`config.mk`:
```
export PLATFORM = sky130hd
export DESIGN_NAME = uart_frame_tx
export DESIGN_NICKNAME = d
export VERILOG_FILES = /design/src/rtl/uart_tx_pkg.sv /design/src/rtl/uart_tx_sync.sv /design/src/rtl/uart_tx_baudgen.sv /design/src/rtl/uart_tx_serializer.sv /design/src/rtl/uart_frame_tx.sv
export SDC_FILE = /design/constraint.sdc
export NUM_CORES = 1
export LEC_CHECK = 0
export ABC_AREA = 1
export BUFFER_PORTS_ARGS = -buffer_cell sky130_fd_sc_hd__buf_4
export CORE_MARGIN = 5
export CORE_UTILIZATION = 53
export CTS_BUF_LIST = sky130_fd_sc_hd__clkbuf_8 sky130_fd_sc_hd__clkbuf_16
export CTS_CLUSTER_SIZE = 20
export DETAILED_ROUTE_END_ITERATION = 6
export PLACE_DENSITY = 0.73
export SYNTH_ARGS = -nofsm -noshare
export SYNTH_HDL_FRONTEND = slang
export SYNTH_SLANG_ARGS = --single-unit
```
`constraint.sdc`:
```
create_clock -name clk -period 6.6 [get_ports clk]
set_input_delay 0.33 -clock clk [delete_from_list [all_inputs] [get_ports clk]]
set_output_delay 0.33 -clock clk [all_outputs]
set_load 0.05 [all_outputs]
```
`src/rtl/uart_tx_pkg.sv`:
```
package uart_tx_pkg;

    typedef enum logic [2:0] {
        ST_IDLE,
        ST_START,
        ST_DATA,
        ST_PARITY,
        ST_STOP
    } tx_state_e;

    // Frame format captured when a byte is popped
    typedef struct packed {
        logic [2:0] last_bit;   // index of the final data bit (4..7)
        logic       par_on;
        logic       par_val;
        logic [1:0] stop_mode;
    } frame_fmt_t;

endpackage

```
`src/rtl/uart_tx_sync.sv`:
```
module uart_tx_sync #(
    parameter int STAGES = 2
) (
    input  logic clk,
    input  logic rst_n,
    input  logic d_in,
    output logic d_out
);
    logic [STAGES-1:0] sync_d, sync_q;

    generate
        if (STAGES == 1) begin : g_single
            always_comb sync_d = d_in;
        end else begin : g_chain
            always_comb sync_d = {sync_q[STAGES-2:0], d_in};
        end
    endgenerate

    always_ff @(posedge clk or negedge rst_n) begin
        if (!rst_n) sync_q <= '0;
        else        sync_q <= sync_d;
    end

    assign d_out = sync_q[STAGES-1];
endmodule

```
`src/rtl/uart_tx_baudgen.sv`:
```
module uart_tx_baudgen #(
    parameter int INT_W  = 32,
    parameter int FRAC_W = 6
) (
    input  logic              clk,
    input  logic              rst_n,
    input  logic              run,
    input  logic [INT_W-1:0]  div_int,
    input  logic [FRAC_W-1:0] div_frac,
    output logic              tick
);
    typedef struct packed {
        logic [INT_W-1:0]  cnt;
        logic [FRAC_W-1:0] acc;
    } bg_t;

    bg_t bg_d, bg_q;
    logic [FRAC_W:0] frac_sum;
    logic [INT_W:0]  period;
    logic [INT_W:0]  cnt_inc;

    always_comb begin
        bg_d     = bg_q;
        tick     = 1'b0;
        frac_sum = {1'b0, bg_q.acc} + {1'b0, div_frac};
        period   = {1'b0, div_int} + {{INT_W{1'b0}}, frac_sum[FRAC_W]};
        cnt_inc  = {1'b0, bg_q.cnt} + 1'b1;
        if (!run) begin
            bg_d.cnt = '0;
            bg_d.acc = '0;
        end else if (cnt_inc == period) begin
            tick     = 1'b1;
            bg_d.cnt = '0;
            bg_d.acc = frac_sum[FRAC_W-1:0];
        end else begin
            bg_d.cnt = cnt_inc[INT_W-1:0];
        end
    end

    always_ff @(posedge clk or negedge rst_n) begin
        if (!rst_n) bg_q <= '0;
        else        bg_q <= bg_d;
    end
endmodule

```
`src/rtl/uart_tx_serializer.sv`:
```
module uart_tx_serializer
    import uart_tx_pkg::*;
#(
    parameter int OS = 16
) (
    input  logic       clk,
    input  logic       rst_n,
    input  logic       tick,
    input  logic       can_start,
    input  logic [7:0] byte_in,
    input  logic [1:0] word_len,
    input  logic       par_en,
    input  logic       par_even,
    input  logic       par_stick,
    input  logic [1:0] stop_sel,
    output logic       pop,
    output logic       run,
    output logic       idle,
    output logic       txd
);
    localparam int TCW = $clog2(2 * OS + 1);
    localparam logic [TCW-1:0] BIT_LEN  = TCW'(OS);
    localparam logic [TCW-1:0] STOP_1H  = TCW'(OS + OS / 2);
    localparam logic [TCW-1:0] STOP_2   = TCW'(2 * OS);

    typedef struct packed {
        tx_state_e  st;
        logic [TCW-1:0] tcnt;
        logic [2:0] idx;
        logic [7:0] shr;
        frame_fmt_t fmt;
        logic       txd;
    } ser_t;

    ser_t s_d, s_q;
    logic [TCW-1:0] seg_len;
    logic           seg_end;
    logic [7:0]     masked;
    logic           ones_odd;

    always_comb begin
        s_d      = s_q;
        pop      = 1'b0;
        masked   = byte_in & (8'hFF >> (2'd3 - word_len));
        ones_odd = ^masked;
        case (s_q.fmt.stop_mode)
            2'b01:   seg_len = (s_q.st == ST_STOP) ? STOP_1H : BIT_LEN;
            2'b10:   seg_len = (s_q.st == ST_STOP) ? STOP_2  : BIT_LEN;
            default: seg_len = BIT_LEN;
        endcase
        seg_end = tick && (s_q.tcnt == seg_len - 1'b1);

        if (s_q.st == ST_IDLE) begin
            s_d.txd = 1'b1;
            if (can_start) begin
                pop               = 1'b1;
                s_d.st            = ST_START;
                s_d.txd           = 1'b0;
                s_d.tcnt          = '0;
                s_d.idx           = '0;
                s_d.shr           = masked;
                s_d.fmt.last_bit  = {1'b1, word_len};
                s_d.fmt.par_on    = par_en;
                s_d.fmt.par_val   = par_stick ? ~par_even
                                  : (par_even ? ones_odd : ~ones_odd);
                s_d.fmt.stop_mode = stop_sel;
            end
        end else if (tick) begin
            if (!seg_end) begin
                s_d.tcnt = s_q.tcnt + 1'b1;
            end else begin
                s_d.tcnt = '0;
                case (s_q.st)
                    ST_START: begin
                        s_d.st  = ST_DATA;
                        s_d.txd = s_q.shr[0];
                    end
                    ST_DATA: begin
                        if (s_q.idx == s_q.fmt.last_bit) begin
                            s_d.st  = s_q.fmt.par_on ? ST_PARITY : ST_STOP;
                            s_d.txd = s_q.fmt.par_on ? s_q.fmt.par_val : 1'b1;
                        end else begin
                            s_d.idx = s_q.idx + 1'b1;
                            s_d.shr = s_q.shr >> 1;
                            s_d.txd = s_q.shr[1];
                        end
                    end
                    ST_PARITY: begin
                        s_d.st  = ST_STOP;
                        s_d.txd = 1'b1;
                    end
                    default: begin
                        s_d.st  = ST_IDLE;
                        s_d.txd = 1'b1;
                    end
                endcase
            end
        end
    end

    always_ff @(posedge clk or negedge rst_n) begin
        if (!rst_n) begin
            s_q     <= '0;
            s_q.st  <= ST_IDLE;
            s_q.txd <= 1'b1;
        end else begin
            s_q <= s_d;
        end
    end

    assign run  = (s_q.st != ST_IDLE);
    assign idle = (s_q.st == ST_IDLE);
    assign txd  = s_q.txd;
endmodule

```
`src/rtl/uart_frame_tx.sv`:
```
module uart_frame_tx #(
    parameter int DIV_INT_W   = 32,
    parameter int DIV_FRAC_W  = 6,
    parameter int OVERSAMPLE  = 16,
    parameter int SYNC_STAGES = 2
) (
    input  logic                  clk,
    input  logic                  rst_n,
    input  logic [DIV_INT_W-1:0]  div_int_i,
    input  logic [DIV_FRAC_W-1:0] div_frac_i,
    input  logic [1:0]            word_len_i,
    input  logic                  par_en_i,
    input  logic                  par_even_i,
    input  logic                  par_stick_i,
    input  logic [1:0]            stop_sel_i,
    input  logic                  tx_en_i,
    input  logic                  uart_en_i,
    input  logic                  cts_fc_en_i,
    input  logic                  cts_i,
    input  logic                  fifo_empty_i,
    input  logic [7:0]            fifo_data_i,
    output logic                  fifo_pop_o,
    output logic                  txd_o,
    output logic                  busy_o,
    output logic                  done_o
);
    logic cts_sync;
    logic tick;
    logic run;
    logic idle;
    logic can_start;

    uart_tx_sync #(.STAGES(SYNC_STAGES)) u_cts_sync (
        .clk   (clk),
        .rst_n (rst_n),
        .d_in  (cts_i),
        .d_out (cts_sync)
    );

    uart_tx_baudgen #(.INT_W(DIV_INT_W), .FRAC_W(DIV_FRAC_W)) u_baud (
        .clk      (clk),
        .rst_n    (rst_n),
        .run      (run),
        .div_int  (div_int_i),
        .div_frac (div_frac_i),
        .tick     (tick)
    );

    assign can_start = !fifo_empty_i && tx_en_i && uart_en_i
                     && (!cts_fc_en_i || cts_sync);

    uart_tx_serializer #(.OS(OVERSAMPLE)) u_ser (
        .clk       (clk),
        .rst_n     (rst_n),
        .tick      (tick),
        .can_start (can_start),
        .byte_in   (fifo_data_i),
        .word_len  (word_len_i),
        .par_en    (par_en_i),
        .par_even  (par_even_i),
        .par_stick (par_stick_i),
        .stop_sel  (stop_sel_i),
        .pop       (fifo_pop_o),
        .run       (run),
        .idle      (idle),
        .txd       (txd_o)
    );

    assign busy_o = !fifo_empty_i || !idle;
    assign done_o = idle;
endmodule

```
==> results of run 1 <==
-- per-layer routing --
metal	GRT usage, %	part of all wire (%)	wire length (um)	up-vias
li1	-	-	-	3715
met1	36.43	47	8648	3189
met2	39.54	46	8470	171
met3	4.318	6.3	1168	20
met4	5.178	1.3	237	0
met5	0	0	0	-
-- cell usage in the layout, fill, tap and decap left out, drive strengths merged --
cell type  count
nand2        537
nor2         181
inv          124
nand3        115
dfrtp         67
buf           63
o21ai         22
xor2          18
nand4         15
ha            15
xnor2         12
clkbuf        10
a21oi          9
nand3b         5
clkinv         5
o21bai         4
a22o           4
and2           2
nor3           2
nor4           1
nor3b          1
or2            1
a21o           1
o311ai         1
a211oi         1
fa             1
bufinv         1
dfstp          1
-- stage by stage --
stage / hold WS [ps] / instances
global route: 107.7 / 1391
floorplan: 34.41 / 1151
CTS: 107.3 / 1391
detailed placement: 341.1 / 1375
finish: 114.8 / 1391
global placement: 334.2 / 1375
-- logic make-up after synthesis --
group                    Yosys count  synth area share (%)
AND/OR/NAND/NOR                  860                 55.71
buffers and inverters            135                 8.001
flip-flops                        68                 25.56
AO/OA/AOI/OAI                     42                 3.663
XOR/XNOR                          30                 3.944
adder cells (fa/ha/maj)           16                 3.118
-- power groups by stage --
| stage | combinational, mW | sequential [mW] | clock (mW) |
|---|---|---|---|
| after floorplan | 0.434 | 0.536 | 0 |
| after global placement | 0.567 | 0.535 | 0 |
| after detailed placement | 0.580 | 0.537 | 0 |
| after CTS | 0.586 | 0.531 | 0.498 |
| after global routing | 0.656 | 0.540 | 0.517 |
| final | 0.584 | 0.531 | 0.492 |
-- sequential cells by signal (all words and copies together) (netlist names) --
signal and count:
u_baud.bg_q 38, u_ser.txd 1, u_ser.s_q 27, u_cts_sync.sync_q 2
-- worst min path at each step --
| stage | end | depth (start not counted) | start | slack, ps |
|---|---|---|---|---|
| floorplan | u_baud.bg_q[0] | 0 | rst_n | 30 |
| global placement | u_cts_sync.sync_q[1] | 0 | u_cts_sync.sync_q[0] | 330 |
| detailed placement | u_cts_sync.sync_q[1] | 0 | u_cts_sync.sync_q[0] | 340 |
| CTS | u_cts_sync.sync_q[0] | 1 | cts_i | 110 |
| global route | u_cts_sync.sync_q[0] | 1 | cts_i | 110 |
| finish | u_baud.bg_q[37] | 1 | rst_n | 110 |
-- worst max-delay path: cells and delay by family (launching register included) --
| family | cells | cell delay (ps) |
|---|---|---|
| buf+inv | 4 | 310 |
| simple gates | 17 | 2420 |
| flops | 1 | 350 |
| fa+ha+maj | 4 | 910 |
| compound gates | 2 | 290 |
-- layout make-up --
class | count | area, um2
Sequential cell | 68 | 1703
Clock inverter | 6 | 62.56
Fill cell | 1255 | 4882
Multi-Input combinational cell | 948 | 4425
Timing Repair Buffer | 63 | 473.0
Inverter | 124 | 465.4
Tap cell | 172 | 215.2
Clock buffer | 10 | 239.0
==> qor.csv, run 1 <==
stage,metric,value,unit
global_routing,all-layer global routing usage,25.12,%
pwr,Worst VDD drop,0.1760,mV
timing,max-slew violations,0,
clock_network,Max H-tree Level,3,
finish,fin nets,1290,
clock_network,CTS resizes,0,
timing,Fin. Hold Viols,0,
logic_synthesis,"count leader, synth",nand2_1,
logic_synthesis,yosys warns,0,
place,dpl hpwl,14.77,mm
die,core area,12470,um2
drt,vias,7095,
die,Initial Utilization,53.44,%
logic_synthesis,"FFs w/ async S/R, synth",100.0,%
global_routing,largest net degree at the start of global routing,69,
pwr,Leakage,4.019,nW
drt,first-pass iteration count of the detailed router,5,
setup_path,RR Endpoint,u_ser.s_q[22],
setup_path,worst setup path category,reg2reg,
flow_run,max cap viols,0,
drt,post-route ant nets,0,
setup_path,CP Data Required Time,6880,ps
logic_synthesis,top post-synthesis cells by count,"nand2_1 (517), nor2_1 (153), inv_1 (115), nand3_1 (111), dfrtp_1 (67)",
logic_synthesis,Unique masters post-synth,38,
finish,area grow syn2layout,13.84,%
setup_path,Worst setup EP type,flip-flop,
logic_synthesis,Synth Register Bits,68,
place,Final GP Congestion,0.9468,
logic_synthesis,number of synthesized flops with an enable pin,0,
min_path,worst min path class,in2async,
pwr,pwr dens,211.9,nW/um2
clock_network,cts hold-fix bufs,0,
setup_path,slack of the worst reg-to-reg path,2250,ps
finish,n_diodes,0,
setup_path,Most common cell on crit path,nand2_1,
timing,final setup vio count,0,
logic_synthesis,syn_nets,1227,
logic_synthesis,Post-synth top flop,dfrtp_1,
timing,fin crit share,65.95,%
logic_synthesis,Synth area leader,nand2_1,
finish,share of cells above drive strength 1,11.57,%
setup_path,Critical Path Start,u_baud.bg_q[0],
global_routing,global-route wire length before repair,29.63,mm
timing,Max Clock Skew,4.858,ps
finish,cell area after layout,7584,um2
logic_synthesis,sequential cell area fraction in the yosys report,25.56,%
setup_path,"Max FO, Critical Path",34,
drt,number of DRC markers in iteration 0,625,
clock_network,clk_lat worst skew,340,ps
die,I/O pin count,64,
clock_network,CTS tree,built,
finish,Final Util,60.84,%
drt,number of vias per cell,5.101,
place,pre-CTS setup slack,2164,ps
pwr,Clk pwr share,30.6,%
setup_path,Critical Path Sink,u_ser.s_q[22],
logic_synthesis,area share of the largest cell type after synthesis,29.13,%
clock_network,CTS buffer count,9,
timing,Max Fclk,229.7,MHz
die,die area,14910,um2
pwr,switch share,40.22,%
outcome,status,"finished, final reports clean",
logic_synthesis,largest cells by area after synthesis,"nand2_1 (29%), dfrtp_1 (25%), nor2_1 (8.6%)",
global_routing,antenna violations before repair,0,
clock_network,clock buffer depth,2,
logic_synthesis,Synth Area per Inst,5.787,um2
global_routing,vias in the first global route,6147,
pwr,NetSw,0.6464,mW
drt,wire per inst,13.32,um
timing,Tightest Pin Transition,898.9,ps
pwr,Logic pwr share,36.3,%
place,PortBufs,63,
drt,Post-route DRC,0,
place,Post-DP Area,7282,um2
timing,Setup TNS,0,ps
setup_path,startpoint types,flip-flop,
pwr,Pint,0.9607,mW
drt,final wirelength,18.53,mm
die,die width,122.1,um
setup_path,r2r worst-path depth,27,
timing,unrepaired setup endpoints after global routing,no,
clock_network,"Reg clk slew, reported paths",60,ps
clock_network,CTS root buf,clkbuf_16,
setup_path,max incr delay on CP,630,ps
setup_path,Worst path slowest cell,nand2_2,
setup_path,"Arr. time, crit path",4630,ps
die,die height,122.1,um
timing,min Tclk post-route,4353,ps
pwr,Power Total,1.607,mW
clock_network,postcts setup bufs,0,
timing,final worst slack,2247,ps
die,# rows,41,
global_routing,GRT Residual Overflow,0,
pwr,Sequential Power Share,33.0,%
logic_synthesis,Post-Syn Instances,1151,
setup_path,FF-to-FF Start,u_baud.bg_q[0],
timing,Slew headroom,40.01,%
clock_network,Sink Count,68,
logic_synthesis,Mapped Area,6661,um2
(Power assumes the default switching activity.)
==> inputs of run 2 (changes only) <==
Settings changed: PLACE_DENSITY 0.73 to 0.75.
Clock period 6.6 ns to 3.91 ns, I/O delays scaled along.
==> run 2 against run 1 <==
Against the previous run:
- the run now ends with negative hold slack left
- first-iteration DRC count rose by 8.8%
- non-clock buffer count rose by 17
- maximum frequency rose by 19%
- flip-flop and latch count did not move
- wire length rose by 3.1%
- sequential power rose by 70%
- register-to-register slack got worse by 2000 ps
- final cell count rose by 1.2%
- core utilization rose by 2.1 points
- largest power group unchanged
- highest routed layer unchanged
==> qor.csv, run 2 (same netlist as run 1, synthesis figures left out) <==
stage,metric,value,unit,change
outcome,status,"finished, violations left",,
outcome,failing checks,negative hold slack,,
clock_network,Max H-tree Level,3,,unchanged
drt,number of DRC markers in iteration 0,680,,+8.8%
global_routing,vias in the first global route,6437,,+4.7%
pwr,Worst VDD drop,0.3148,mV,+79%
drt,wire per inst,13.57,um,+1.9%
timing,Setup TNS,0,ps,unchanged
finish,most flop-heavy register,u_baud.bg_q,,
finish,fin nets,1308,,+1.4%
timing,Max Clock Skew,5.044,ps,+0.1861 ps
global_routing,GRT Residual Overflow,0,,unchanged
clock_network,CTS buffer count,9,,unchanged
timing,Slew headroom,37.14,%,-2.9 points
drt,final wirelength,19.10,mm,+3.1%
die,Initial Utilization,53.44,%,unchanged
finish,"commonest non-fill, non-tap cells in the layout","nand2_1 (516), nor2_1 (150), inv_1 (117)",,
timing,fin crit share,93.53,%,+28 points
setup_path,FF-to-FF Start,u_baud.bg_q[0],,
flow_run,max cap viols,0,,unchanged
setup_path,startpoint types,flip-flop,,
drt,number of vias per cell,5.236,,+2.6%
pwr,Power Total,2.904,mW,+81%
finish,Fillers,1231,,-1.9%
finish,Largest regs,"u_baud.bg_q: 38 flops, u_ser.s_q: 27 flops, u_cts_sync.sync_q: 2 flops",,
place,Placed Cells incl. Taps,1384,,+0.65%
finish,area grow syn2layout,17.81,%,
die,die width,122.1,um,unchanged
global_routing,global-route wire length before repair,30.36,mm,+2.5%
pwr,pwr dens,370.1,nW/um2,+75%
place,dpl hpwl,14.85,mm,+0.57%
clock_network,clk_lat worst skew,340,ps,about the same
place,PortBufs,63,,unchanged
die,die height,122.1,um,unchanged
setup_path,Worst setup EP type,flip-flop,,
setup_path,Critical Path Start,u_baud.bg_q[0],,
timing,Tightest Pin Transition,941.9,ps,+42.96 ps
drt,vias,7372,,+3.9%
clock_network,clock buffer depth,2,,unchanged
global_routing,largest net degree at the start of global routing,69,,unchanged
timing,Fin. Hold Viols,13,,+13
drt,post-route ant nets,0,,unchanged
clock_network,CTS root buf,clkbuf_16,,
drt,Post-route DRC,0,,unchanged
timing,final setup vio count,0,,unchanged
finish,cell area after layout,7848,um2,+3.5%
timing,max-slew violations,0,,unchanged
setup_path,Critical Path Sink,u_ser.s_q[26],,
setup_path,CP Data Required Time,4180,ps,-2700 ps
clock_network,Sink Count,68,,unchanged
setup_path,"Arr. time, crit path",3930,ps,-700 ps
die,die area,14910,um2,unchanged
pwr,Leakage,4.128,nW,+2.7%
setup_path,worst setup path category,reg2reg,,
min_path,worst min path class,in2async,,
setup_path,r2r worst-path depth,25,,-7.4%
timing,min Tclk post-route,3657,ps,-695.6 ps
setup_path,"Max FO, Critical Path",8,,-76%
global_routing,antenna violations before repair,0,,unchanged
die,# rows,41,,unchanged
timing,Max Fclk,273.4,MHz,+19%
global_routing,all-layer global routing usage,25.61,%,+0.48 points
die,I/O pin count,64,,unchanged
clock_network,"Reg clk slew, reported paths",60,ps,about the same
setup_path,RR Endpoint,u_ser.s_q[26],,
place,Final GP Congestion,0.9575,,+1.1%
clock_network,CTS tree,built,,
die,core area,12470,um2,unchanged
finish,max reg flops,38,,unchanged
finish,n_diodes,0,,unchanged
place,Post-DP Area,7362,um2,+1.1%
finish,share of cells above drive strength 1,13.43,%,+1.9 points
finish,"most common cell after layout, fill and taps aside",nand2_1,,
finish,Final Non-Filler Cells,1408,,+1.2%
setup_path,slack of the worst reg-to-reg path,250,ps,-1990 ps
timing,final hold slack,-48.03,ps,-162.8 ps
drt,first-pass iteration count of the detailed router,7,,+2
## run 2: timing repair
action / in CTS / in global routing
buffers inserted: 0 / 6
endpoints found under the hold margin: 1 / 0
resized for setup: 0 / 23
endpoints found under the setup margin: 0 / 59
hold buffers: 1 / 0
## run 2: metal layers
| layer | vias to the layer above | part of all wire (%) | GRT usage, % | wire length (um) |
|---|---|---|---|---|
| li1 | 3740 | - | - | - |
| met1 | 3343 | 44 | 35.95 | 8321 |
| met2 | 255 | 47 | 40.81 | 8911 |
| met3 | 34 | 7.6 | 4.132 | 1453 |
| met4 | 0 | 2.2 | 7.418 | 416 |
| met5 | - | 0 | 0 | 0 |
## run 2: worst min-delay path by stage
stage,start,to,slack [ps],cells past startpoint
floorplan,rst_n,u_baud.bg_q[0],-100,0
CTS,rst_n,u_baud.bg_q[29],10,1
global placement,cts_i,u_cts_sync.sync_q[0],310,1
finish,rst_n,u_baud.bg_q[29],-50,1
global route,rst_n,u_baud.bg_q[29],50,1
detailed placement,cts_i,u_cts_sync.sync_q[0],310,1
## run 2: critical path, stage by stage, from the launching register on
cell and delay, ps:
dfrtp_1 380, ha_2 190, fa_2 350, nand3_1 90, and2_4 150, inv_1 40
a21oi_2 120, o21bai_2 110, ha_2 200, ha_2 190, buf_4 150, xor2_1 160
nand2_1 80, nand3_1 80, a21oi_1 120, nand2_1 80, nor2_1 90, nand2_1 80
nor2_1 90, nand2_1 90, nor2_4 160, nand3_4 130, nand2_8 140, clkbuf_16 170
nand3_1 70, nand2_1 90
## run 2: stage by stage
step	util [%]	setup slack, ps
floorplan	-	454.4
global placement	59.06	161.8
detailed placement	59.06	74.15
CTS	61.58	39.33
global route	62.95	-32.46
finish	62.95	252.8
## run 2: cell type report
type / count / area, um2 / share of cell area [%]
Timing Repair Buffer: 80 / 640.6 / 8.163
Multi-Input combinational cell: 949 / 4514 / 57.53
Clock inverter: 3 / 37.54 / 0.4783
Tap cell: 172 / 215.2 / 2.742
Clock buffer: 12 / 266.5 / 3.396
Inverter: 124 / 470.5 / 5.995
Sequential cell: 68 / 1703 / 21.70
## run 2: power breakdown
| group | switching (mW) | leakage (nW) | internal [mW] | total, mW |
|---|---|---|---|---|
| clock network | 0.305 | 0.157 | 0.538 | 0.843 |
| registers | 0.0860 | 0.920 | 0.817 | 0.903 |
| logic | 0.746 | 3.05 | 0.412 | 1.16 |
==> inputs of run 3 (changes only) <==
Settings changed: HOLD_SLACK_MARGIN set to 0.15.
==> run 3 against run 2 <==
Against the previous run:
- global-route usage is 0.12 points higher
- worst setup slack better by 1.1 ps
- core utilization is 0.48 points higher
- flip-flop and latch count stayed put
- die area stayed put
- via count is 0.20% higher
- largest cell class unchanged
- clock skew is 0.59 ps higher
- highest routed layer unchanged
- hold slack better by 210 ps
- the run now ends clean
==> qor.csv, run 3 (same netlist as run 1, synthesis figures left out) <==
stage,metric,value,unit,change
drt,final wirelength,19.22,mm,+0.63%
pwr,pwr dens,368.4,nW/um2,-0.46%
die,I/O pin count,64,,unchanged
finish,Largest regs,"u_baud.bg_q: 38 flops, u_ser.s_q: 27 flops, u_cts_sync.sync_q: 2 flops",,
setup_path,Most common cell on crit path,nand2_1,,
clock_network,Sink Count,68,,unchanged
min_path,worst hold stages,3,,
global_routing,antenna violations before repair,0,,unchanged
global_routing,busiest grt layer,met2,,
setup_path,max incr delay on CP,380,ps,about the same
finish,Fillers,1223,,-0.65%
setup_path,"Arr. time, crit path",3930,ps,about the same
setup_path,Top delay family on crit path,simple AND/OR/NAND/NOR gates,,
timing,final worst slack,253.9,ps,+1.078 ps
global_routing,global-route wire length before repair,30.50,mm,+0.45%
global_routing,all-layer global routing usage,25.72,%,+0.12 points
timing,Max Fclk,273.5,MHz,about the same
setup_path,Worst setup EP type,flip-flop,,
drt,first-pass iteration count of the detailed router,6,,-1
drt,vias,7387,,+0.20%
drt,Post-route DRC,0,,unchanged
drt,number of vias per cell,5.224,,-0.22%
setup_path,Worst path slowest cell,dfrtp_1,,
pwr,Worst VDD drop,0.3179,mV,+1.0%
setup_path,r2r worst-path depth,25,,unchanged
finish,Final Non-Filler Cells,1414,,+0.43%
clock_network,Max H-tree Level,3,,unchanged
finish,"commonest non-fill, non-tap cells in the layout","nand2_1 (516), nor2_1 (150), inv_1 (117)",,
die,# rows,41,,unchanged
finish,max reg flops,38,,unchanged
die,die width,122.1,um,unchanged
finish,Seq. cell area,1703,um2,unchanged
clock_network,CTS root buf,clkbuf_16,,
place,dpl hpwl,14.85,mm,unchanged
finish,fin nets,1314,,+0.46%
global_routing,GRT Residual Overflow,0,,unchanged
finish,Multi-input gate area,4514,um2,unchanged
finish,area grow syn2layout,18.71,%,
timing,Max Clock Skew,5.634,ps,+0.5897 ps
drt,wire per inst,13.60,um,+0.21%
drt,post-route ant nets,0,,unchanged
setup_path,slack of the worst reg-to-reg path,250,ps,about the same
clock_network,clk_lat worst skew,340,ps,about the same
min_path,WHS Endpoint,u_ser.s_q[15],,
timing,min Tclk post-route,3656,ps,-1.078 ps
die,die area,14910,um2,unchanged
place,Final GP Congestion,0.9575,,unchanged
place,Placed Cells incl. Taps,1384,,unchanged
setup_path,startpoint types,flip-flop,,
setup_path,RR Endpoint,u_ser.s_q[26],,
min_path,worst min path class,in2reg,,
setup_path,"Max FO, Critical Path",8,,unchanged
clock_network,clock buffer depth,2,,unchanged
min_path,HP Start,fifo_data_i[7],,
outcome,status,"finished, final reports clean",,
pwr,Leakage,4.153,nW,+0.61%
timing,Slew headroom,37.48,%,+0.34 points
die,die height,122.1,um,unchanged
place,PortBufs,63,,unchanged
setup_path,CP Data Required Time,4180,ps,about the same
clock_network,CTS tree,built,,
die,Initial Utilization,53.44,%,unchanged
place,pre-CTS setup slack,74.15,ps,unchanged
clock_network,CTS buffer count,9,,unchanged
global_routing,largest net degree at the start of global routing,69,,unchanged
finish,n_diodes,0,,unchanged
die,core area,12470,um2,unchanged
timing,fin crit share,93.51,%,about the same
clock_network,"Reg clk slew, reported paths",60,ps,about the same
global_routing,vias in the first global route,6469,,+0.50%
timing,final setup vio count,0,,unchanged
setup_path,FF-to-FF Start,u_baud.bg_q[0],,
setup_path,worst setup path category,reg2reg,,
timing,max-slew violations,0,,unchanged
timing,Setup TNS,0,ps,unchanged
drt,number of DRC markers in iteration 0,661,,-2.8%
global_routing,grt met3 use,4.132,%,unchanged
finish,share of cells above drive strength 1,13.37,%,-0.065 points
global_routing,M1 GR Usage,36.07,%,+0.12 points
global_routing,met2 GRT Util,40.99,%,+0.17 points
finish,Final Util,63.43,%,+0.48 points
flow_run,max cap viols,0,,unchanged
timing,Tightest Pin Transition,936.8,ps,-5.065 ps
timing,Fin. Hold Viols,0,,-13
finish,most flop-heavy register,u_baud.bg_q,,
setup_path,CP Buf/Inv Count,3,,unchanged
finish,"most common cell after layout, fill and taps aside",nand2_1,,
-- run 3: worst register-to-register path, delay by kind of cell, from the launching register on --
| kind | cells | cell delay, ps |
|---|---|---|
| AOI/OAI and AO/OA | 3 | 350 |
| buffers and inverters | 3 | 370 |
| DFF | 1 | 380 |
| xor gates and xnor gates | 1 | 160 |
| and+or+nand+nor | 14 | 1420 |
| adders and majority gates | 4 | 930 |
-- run 3: per-layer routing --
metal | routed length (um) | part of all wire (%) | up-vias
met3 | 1250 | 6.5 | 34
li1 | - | - | 3761
met5 | 0 | 0 | -
met1 | 8545 | 44 | 3354
met2 | 8996 | 47 | 238
met4 | 431 | 2.2 | 0
-- run 3: cell type report --
type | count | area share [%]
Clock buffer | 12 | 3.370
Clock inverter | 3 | 0.4747
Inverter | 124 | 5.949
Multi-Input combinational cell | 949 | 57.09
Sequential cell | 68 | 21.53
Tap cell | 172 | 2.722
Timing Repair Buffer | 86 | 8.861
-- run 3: power by group --
group          internal [mW]  total [mW]  switching (mW)
clock network          0.538       0.844           0.307
registers              0.817       0.903          0.0858
logic                  0.416        1.17           0.749
total                   1.77        2.91            1.14
-- run 3: metrics by stage --
| step | instance area, um2 | hold slack, ps | power [mW] |
|---|---|---|---|
| 6_report | 7908 | 163.3 | 2.913 |
| 3_3_place_gp | 7362 | 305.5 | 1.923 |
| 5_1_grt | 7908 | 173.6 | 3.084 |
| 2_1_floorplan | 6661 | -100.1 | 1.639 |
| 3_5_place_dp | 7362 | 306.0 | 1.945 |
| 4_1_cts | 7736 | 162.3 | 2.795 |
-- run 3: repair_timing --
item,CTS,global route
hold buffers,7,0
setup endpoints to repair,0,59
hold endpoints to repair,73,0
gates resized for setup,0,23
setup buffers,0,6
-- run 3: worst max path at each step --
stage	from	to	slack, ps	cells after the start
after global routing	u_baud.bg_q[0]	u_ser.s_q[16]	-30	26
after detailed placement	u_baud.bg_q[0]	u_ser.s_q[13]	70	25
after global placement	u_baud.bg_q[0]	u_ser.s_q[14]	160	24
after floorplan	u_baud.bg_q[0]	u_ser.s_q[15]	450	28
after CTS	u_baud.bg_q[0]	u_ser.s_q[15]	40	25
final	u_baud.bg_q[0]	u_ser.s_q[26]	250	25
